<file path="src/rtl/dr_sbox_pkg.sv">
`timescale 1ns/1ps
// Shared widths and the single-rail substitution table that the
// output plane is synthesised from. Assumes a 6-bit input and 4-bit output.
package dr_sbox_pkg;
    localparam int SB_IN_W  = 6;
    localparam int SB_OUT_W = 4;

    localparam logic [3:0] SB_ROWS [4][16] = '{
        '{4'd14, 4'd4,  4'd13, 4'd1,  4'd2,  4'd15, 4'd11, 4'd8,
          4'd3,  4'd10, 4'd6,  4'd12, 4'd5,  4'd9,  4'd0,  4'd7},
        '{4'd0,  4'd15, 4'd7,  4'd4,  4'd14, 4'd2,  4'd13, 4'd1,
          4'd10, 4'd6,  4'd12, 4'd11, 4'd9,  4'd5,  4'd3,  4'd8},
        '{4'd4,  4'd1,  4'd14, 4'd8,  4'd13, 4'd6,  4'd2,  4'd11,
          4'd15, 4'd12, 4'd9,  4'd7,  4'd3,  4'd10, 4'd5,  4'd0},
        '{4'd15, 4'd12, 4'd8,  4'd2,  4'd4,  4'd9,  4'd1,  4'd7,
          4'd5,  4'd11, 4'd3,  4'd14, 4'd10, 4'd0,  4'd6,  4'd13}
    };

    // Row is formed from the outer bits, column from the inner four.
    function automatic logic [3:0] sb_lookup(input logic [5:0] x);
        logic [1:0] row;
        logic [3:0] col;
        row = {x[5], x[0]};
        col = x[4:1];
        return SB_ROWS[row][col];
    endfunction
endpackage

</file>
<file path="src/rtl/dr_phase_reg.sv">
`timescale 1ns/1ps
// Phase generator and dual-rail input register.
// Assumes: the phase toggles every clock; inputs are captured only when
// leaving precharge and forced to the 00 spacer when leaving evaluation.
module dr_phase_reg #(
    parameter int IN_W = 6
) (
    input  logic            clk,
    input  logic            rst_n,
    input  logic [IN_W-1:0] din_t,
    input  logic [IN_W-1:0] din_f,
    output logic            eval_o,
    output logic [IN_W-1:0] in_t_o,
    output logic [IN_W-1:0] in_f_o
);
    // Toggle the phase and load or clear the input pairs.
    always_ff @(posedge clk) begin
        if (!rst_n) begin
            eval_o <= 1'b0;
            in_t_o <= '0;
            in_f_o <= '0;
        end else begin
            eval_o <= ~eval_o;
            if (!eval_o) begin
                in_t_o <= din_t;
                in_f_o <= din_f;
            end else begin
                in_t_o <= '0;
                in_f_o <= '0;
            end
        end
    end
endmodule

</file>
<file path="src/rtl/dr_minterm_plane.sv">
`timescale 1ns/1ps
// Full dual-rail decoder: one AND/OR pair per input code.
// A literal for a zero bit uses swapped rails instead of an inverter,
// so every minterm pair stays 00 while the inputs are 00.
module dr_minterm_plane #(
    parameter int IN_W = 6,
    localparam int NUM_MT = 1 << IN_W
) (
    input  logic [IN_W-1:0]   in_t,
    input  logic [IN_W-1:0]   in_f,
    output logic [NUM_MT-1:0] mt_t,
    output logic [NUM_MT-1:0] mt_f
);
    for (genvar m = 0; m < NUM_MT; m++) begin : g_mt
        localparam logic [IN_W-1:0] CODE = IN_W'(m);
        logic [IN_W-1:0] lit_t;
        logic [IN_W-1:0] lit_f;
        // Pick true or swapped rails per bit, then form the gate pair.
        always_comb begin
            for (int b = 0; b < IN_W; b++) begin
                lit_t[b] = CODE[b] ? in_t[b] : in_f[b];
                lit_f[b] = CODE[b] ? in_f[b] : in_t[b];
            end
            mt_t[m] = &lit_t;
            mt_f[m] = |lit_f;
        end
    end
endmodule

</file>
<file path="src/rtl/dr_or_plane.sv">
`timescale 1ns/1ps
// Output plane: each output true rail ORs the minterm true rails whose
// table entry has that bit set; the false rail ANDs their false rails.
// Assumes every output bit is 1 for at least one table entry.
module dr_or_plane #(
    parameter int IN_W  = 6,
    parameter int OUT_W = 4,
    localparam int NUM_MT = 1 << IN_W
) (
    input  logic [NUM_MT-1:0] mt_t,
    input  logic [NUM_MT-1:0] mt_f,
    output logic [OUT_W-1:0]  out_t,
    output logic [OUT_W-1:0]  out_f
);
    import dr_sbox_pkg::*;

    logic [OUT_W-1:0] entry;

    // Accumulate the dual OR/AND trees over the table contents.
    always_comb begin
        out_t = '0;
        out_f = '1;
        entry = '0;
        for (int m = 0; m < NUM_MT; m++) begin
            entry = OUT_W'(sb_lookup(6'(m)));
            for (int j = 0; j < OUT_W; j++) begin
                if (entry[j]) begin
                    out_t[j] = out_t[j] | mt_t[m];
                    out_f[j] = out_f[j] & mt_f[m];
                end
            end
        end
    end
endmodule

</file>
<file path="src/rtl/dr_rail_monitor.sv">
`timescale 1ns/1ps
// Single-rail converter: flags complete and illegal output codes, and
// keeps the true rails of each complete evaluation.
module dr_rail_monitor #(
    parameter int OUT_W = 4
) (
    input  logic             clk,
    input  logic             rst_n,
    input  logic             eval,
    input  logic [OUT_W-1:0] out_t,
    input  logic [OUT_W-1:0] out_f,
    output logic             valid,
    output logic             err,
    output logic [OUT_W-1:0] sr_q
);
    // Completion and illegal-code detection.
    always_comb begin
        valid = eval & (&(out_t ^ out_f));
        err   = |(out_t & out_f);
    end

    // Capture the result on the edge that closes a valid evaluation.
    always_ff @(posedge clk) begin
        if (!rst_n)     sr_q <= '0;
        else if (valid) sr_q <= out_t;
    end
endmodule

</file>
<file path="src/rtl/dr_sbox_top.sv">
`timescale 1ns/1ps
// Dual-rail precharged 6-to-4 substitution box.
// Assumes the caller drives complementary input pairs while eval_ph is 0.
module dr_sbox_top #(
    parameter int IN_W  = dr_sbox_pkg::SB_IN_W,
    parameter int OUT_W = dr_sbox_pkg::SB_OUT_W
) (
    input  logic             clk,
    input  logic             rst_n,
    input  logic [IN_W-1:0]  din_t,
    input  logic [IN_W-1:0]  din_f,
    output logic             eval_ph,
    output logic [OUT_W-1:0] dout_t,
    output logic [OUT_W-1:0] dout_f,
    output logic [OUT_W-1:0] sr_data,
    output logic             sr_valid,
    output logic             rail_err
);
    localparam int NUM_MT = 1 << IN_W;

    logic [IN_W-1:0]   in_t_q;
    logic [IN_W-1:0]   in_f_q;
    logic [NUM_MT-1:0] mt_t;
    logic [NUM_MT-1:0] mt_f;

    dr_phase_reg #(.IN_W(IN_W)) u_phase (
        .clk(clk), .rst_n(rst_n), .din_t(din_t), .din_f(din_f),
        .eval_o(eval_ph), .in_t_o(in_t_q), .in_f_o(in_f_q)
    );

    dr_minterm_plane #(.IN_W(IN_W)) u_mt (
        .in_t(in_t_q), .in_f(in_f_q), .mt_t(mt_t), .mt_f(mt_f)
    );

    dr_or_plane #(.IN_W(IN_W), .OUT_W(OUT_W)) u_or (
        .mt_t(mt_t), .mt_f(mt_f), .out_t(dout_t), .out_f(dout_f)
    );

    dr_rail_monitor #(.OUT_W(OUT_W)) u_mon (
        .clk(clk), .rst_n(rst_n), .eval(eval_ph), .out_t(dout_t),
        .out_f(dout_f), .valid(sr_valid), .err(rail_err), .sr_q(sr_data)
    );
endmodule

</file>
<file path="config.mk">
export PLATFORM = sky130hd
export DESIGN_NAME = dr_sbox_top
export DESIGN_NICKNAME = d
export VERILOG_FILES = /design/src/rtl/dr_sbox_pkg.sv /design/src/rtl/dr_phase_reg.sv /design/src/rtl/dr_minterm_plane.sv /design/src/rtl/dr_or_plane.sv /design/src/rtl/dr_rail_monitor.sv /design/src/rtl/dr_sbox_top.sv
export SDC_FILE = /design/constraint.sdc
export NUM_CORES = 1
export LEC_CHECK = 0
export BUFFER_PORTS_ARGS = -buffer_cell sky130_fd_sc_hd__buf_2
export CORE_MARGIN = 2
export CORE_UTILIZATION = 30
export DETAILED_ROUTE_END_ITERATION = 10
export PLACE_DENSITY = 0.59
export SYNTH_ARGS = -nofsm -noshare
export SYNTH_HDL_FRONTEND = slang
export SYNTH_HIERARCHICAL = 1
export SYNTH_SLANG_ARGS = --single-unit
export TNS_END_PERCENT = 100
</file>
<file path="constraint.sdc">
create_clock -name clk -period 3 [get_ports clk]
set_input_delay 0.6 -clock clk [delete_from_list [all_inputs] [get_ports clk]]
set_output_delay 0.6 -clock clk [all_outputs]
set_load 0.03 [all_outputs]
</file>
# [Word-level counts from Yosys, hierarchy flattened]
# Index checks and enable logic that the tools add are counted.
[classes] bitwise_logic=251 n_reduce_logical=123
[op_table] cell="$reduce_and A6 Y1" count=60
[op_table] cell="$reduce_or A6 Y1" count=60
[op_table] cell="$and A1 B1 Y1" count=124
[op_table] cell="$or A1 B1 Y1" count=123
[op_table] cell="$and A4 B4 Y4" count=1
[op_table] cell="$reduce_and A4 Y1" count=1
[op_table] cell="$reduce_or A4 Y1" count=1
[op_table] cell="$xor A4 B4 Y4" count=1
[op_table] cell="$not A1 Y1" count=2
[op_table] cell="$reduce_or A2 Y1" count=1
[word_totals] ff_bits=17 word_cells=378

# [Longest topological paths before layout]
[depth] depth_word=35 mapped_depth=11

# [Modules after synthesis]
# Netlist, hierarchy kept.
[modules_own_cells] mod="dr_minterm_plane" n_inst=1 cells_each=210 area_per_inst_um2=1126.1
[modules_own_cells] mod="dr_or_plane" n_inst=1 cells_each=70 area_per_inst_um2=422.9
[modules_own_cells] mod="dr_phase_reg" n_inst=1 cells_each=28 area_per_inst_um2=390.4
[modules_own_cells] mod="dr_rail_monitor" n_inst=1 cells_each=25 area_per_inst_um2=232.7

# [Worst setup path before layout]
# No wires, ideal clock.
[synth_timing] kind="register -> output" from="register u_phase.in_f_o[0]" to="output port sr_valid" arrival_time_ps=2997 required_ps=2400 setup_slack_ps=-597 path_stages_with_launch=11 path_buffers=2 path_cell_list="dfxtp_1 -> buf_4 -> buf_4 -> nor2_1 -> nand2_1 -> nand4_1 -> or4_1 -> nor4_1 -> ha_1 -> nand3_1 -> nor2_4"
[synth_between] elab_cells_between_ends=308 cone_classes="bitwise: 247; reduce/logical: 61"
[synth_lines] item="from (decl)" line_no="dr_phase_reg.sv:14" text="output logic [IN_W-1:0] in_f_o"
[synth_lines] item="from (signal assigned)" line_no="dr_phase_reg.sv:26" text="in_f_o <= din_f;"
[synth_lines] item="$reduce_or A6 Y1" line_no="dr_minterm_plane.sv:25" text="mt_f[m] = |lit_f;"
[synth_lines] item="via mt_f[5]" line_no="dr_sbox_top.sv:24" text="logic [NUM_MT-1:0] mt_f;"
[synth_lines] item="$and A1 B1 Y1 (28 in a row)" line_no="dr_or_plane.sv:29" text="out_f[j] = out_f[j] & mt_f[m];"
[synth_lines] item="via dout_f[2]" line_no="dr_sbox_top.sv:14" text="output logic [OUT_W-1:0] dout_f,"
[synth_lines] item="$xor A4 B4 Y4" line_no="dr_rail_monitor.sv:18" text="valid = eval & (&(out_t ^ out_f));"
[synth_lines] item="$reduce_and A4 Y1" line_no="dr_rail_monitor.sv:18"
[synth_lines] item="$and A1 B1 Y1" line_no="dr_rail_monitor.sv:18"
[synth_lines] item="to (decl)" line_no="dr_sbox_top.sv:16" text="output logic sr_valid,"
# The timed path passes the listed nets, and every way through them passes these cells.

# [Worst setup path after layout]
[layout_timing] from="register u_phase.in_f_o[5]" to="output port rail_err"
[layout_between] elab_cells_between_ends=249 cone_classes="bitwise: 188; reduce/logical: 61"
[layout_lines] item="$reduce_or A6 Y1 *" line_no="dr_minterm_plane.sv:25"
[layout_lines] item="via mt_f[33]" line_no="dr_sbox_top.sv:24"
[layout_lines] item="$and A1 B1 Y1 (16 in a row)" line_no="dr_or_plane.sv:29"
[layout_lines] item="$and A4 B4 Y4 *" line_no="dr_rail_monitor.sv:19" text="err = |(out_t & out_f);"
[layout_lines] item="$reduce_or A4 Y1 *" line_no="dr_rail_monitor.sv:19"
[layout_lines] item="to (decl)" line_no="dr_sbox_top.sv:17" text="output logic rail_err"
# Mark *: on every way through the listed nets, which the timed path passes. The rest lies on a longest branch.

==> qor.yml <==
outcome:
  status: "finished, violations left"
  violations: "negative setup slack"
floorplan:
  die_x_um: 88.5
  ios: 29
  row_count: 30
  dieArea_sq_um: 7830
  core_area_sq_um: 6870
  start_util_pct: 31.2
  die_h_um: 88.5
power_and_ir_drop:
  p_per_area_nw_per_um2: 234
  p_leak_nw: 1.48
  ir_worst_vdd_mv: 0.272
clocking:
  path_clk_slew_ns: 0.06
  cts_root_buf: "clkbuf_8"
  cts_sinks: 17
  clk_path_buf_depth: 2
  cts_made_buffers: 3
  clock_latency_ns: 0.25
  cts_tree: "built"
  h-tree-depth: 1
place:
  dp_slack_ns: -0.246
  place_inst: 511
  place_congestion: 0.975
  detailed_place_hpwl_mm: 5.85
  io_buffers: 28
critical_path:
  worstPathRequired_ns: 2.40
  rrSetupSlack_ns: 0.35
  crit_path_start_kind: "register"
  critPathKind: "register to output pin"
  crit_path_end_kind: "output pin"
  critical_path.max_fanout: 8
  r2r_cells: 12
  crit_arrival_ns: 2.77
  r2r_end: "u_mon/sr_q[2]"
  crit-reg2reg-launch: "u_phase/in_f_o[5]"
sta:
  report.final.slew_viol_count: 0
  hold_viol: 0
  fmax_mhz: 297
  tightest_slew_ns: 0.432
  rsz0062_at_grt: "yes"
  fin_skew_ns: 0.00388
  relSlewSlack_pct: 71.1
  period_minus_slack_ns: 3.37
  fin_crit_sh_pct: 112
  setup_slack_ns: -0.369
  setup_viol: 2
global_routing:
  grt.overflow.total: 0
  grt_use_total_pct: 19.8
  busiest_layer: "met2"
  use_met1_pct: 28.2
  met3_usage_pct: 1.96
  antenna_found_initial: 0
  grt_pass1_vias: 2610
  grt_max_degree: 22
  grt_pass1_wl_mm: 12.5
  grt_use_met2_pct: 32.8
synthesis:
  syn_area_sq_um: 2140
  synth_cells: 325
  syn-num-nets: 343
  synth.avg_cell_area_sq_um: 6.59
  yosysWarnings: 6
detailed_routing:
  remaining_drc_errors: 0
  vias: 2795
  finalWirelength_mm: 7.59
  drtIter0Drc: 286
  drt_pass1_iterations: 5
  wl_per_cell_um: 14.3
  avgViaCountPerCell: 5.26
  ant_nets: 0
min_path:
  min_to: "u_mon/sr_q[3]"
  hold_start: "u_mon/sr_q[3]"
  hold_path.class: "register to register"
  hold_depth: 2
finish:
  area_delta_synth_final_pct: 57.7
  fin_nets: 454
  fin_cells: 531
  num_antenna_cells: 0
  drive_above_1_share_pct: 46.2
job:
  drv_cap: 0
[through the flow]
stage | setup TNS (ns) | instance area, sq um | util [%] | hold slack [ns] | power (W)
final | -0.592 | 3380 | 49.2 | 0.460 | 0.000789
after CTS | -0.567 | 3220 | 46.9 | 0.464 | 0.000776
after global placement | -0.343 | 2960 | 43.2 | 0.440 | 0.000603
after global routing | -0.791 | 3380 | 49.2 | 0.473 | 0.000842
after detailed placement | -0.372 | 2960 | 43.2 | 0.452 | 0.000604
after floorplan | -0.171 | 2240 | - | 0.580 | 0.000466
[cells in the final DEF (no fill, tap or decap), types with 3 or more instances in the layout]
| master | instances |
|---|---|
| buf_4 | 93 |
| nand2_1 | 80 |
| nor2_1 | 72 |
| buf_2 | 25 |
| nand4_1 | 25 |
| nand3_1 | 16 |
| nor4_4 | 13 |
| nor4_2 | 12 |
| and3b_1 | 12 |
| dfxtp_4 | 12 |
| nor3_1 | 9 |
| buf_6 | 8 |
| nor3_2 | 6 |
| dfxtp_1 | 5 |
| or4_4 | 4 |
| mux2i_1 | 4 |
| nand2_2 | 4 |
| nor4_1 | 4 |
| clkbuf_8 | 3 |
| nand3_2 | 3 |
| nor2_2 | 3 |
| and3_1 | 3 |
[report_power, final]
| part | switching, W | internal, W | total, W |
|---|---|---|---|
| sequential | 0.0000309 | 0.000232 | 0.000262 |
| combinational | 0.000179 | 0.000181 | 0.000360 |
| clock | 0.0000740 | 0.0000920 | 0.000166 |
| total | 0.000284 | 0.000505 | 0.000789 |
[timing repair]
item	4_1_cts	5_1_grt
setup endpoints to repair	3	4
hold buffers	0	0
setup buffers	8	9
pin swaps	9	13
resized for setup	48	23
[flip-flops by register name, indices dropped and copies added (netlist names)]
register,count
u_phase/in_f_o,6
u_phase/in_t_o,6
u_mon/sr_q,4
u_phase/eval_o,1
[worst max-delay path by stage]
stage / start / end / slack (ns) / depth (start not counted)
4_1_cts: u_phase/in_f_o[2] / rail_err / -0.32 / 10
3_3_place_gp: u_phase/in_t_o[4] / rail_err / -0.25 / 9
5_1_grt: u_phase/in_t_o[5] / rail_err / -0.42 / 9
2_1_floorplan: u_phase/in_f_o[4] / sr_valid / -0.09 / 10
6_report: u_phase/in_f_o[5] / rail_err / -0.37 / 11
3_5_place_dp: u_phase/in_t_o[4] / rail_err / -0.25 / 8
[critical path, cell delays in order (launching register included)]
cell,delay [ns]
dfxtp_4,0.37
buf_2,0.17
buf_4,0.17
nor3_1,0.30
nand2_1,0.16
buf_4,0.16
nand3_1,0.08
nor3_1,0.07
and4_4,0.20
ha_4,0.15
or4_4,0.53
buf_6,0.15
[area by class of cell]
| type | instances | area, sq um |
|---|---|---|
| multi-input cells | 285 | 1860 |
| clock inverters | 1 | 5.00 |
| repair buffers | 129 | 968 |
| flip-flops and latches | 17 | 385 |
| fillers | 653 | 3490 |
| clock buffers | 3 | 41.3 |
| well taps | 96 | 120 |
[routing by layer]
layer / vias to the layer above / part of all wire [%]
met1: 1307 / 46
li1: 1370 / -
met3: 12 / 5.3
met5: - / 0
met2: 106 / 47
met4: 0 / 1.5
(Power assumes the default switching activity.)
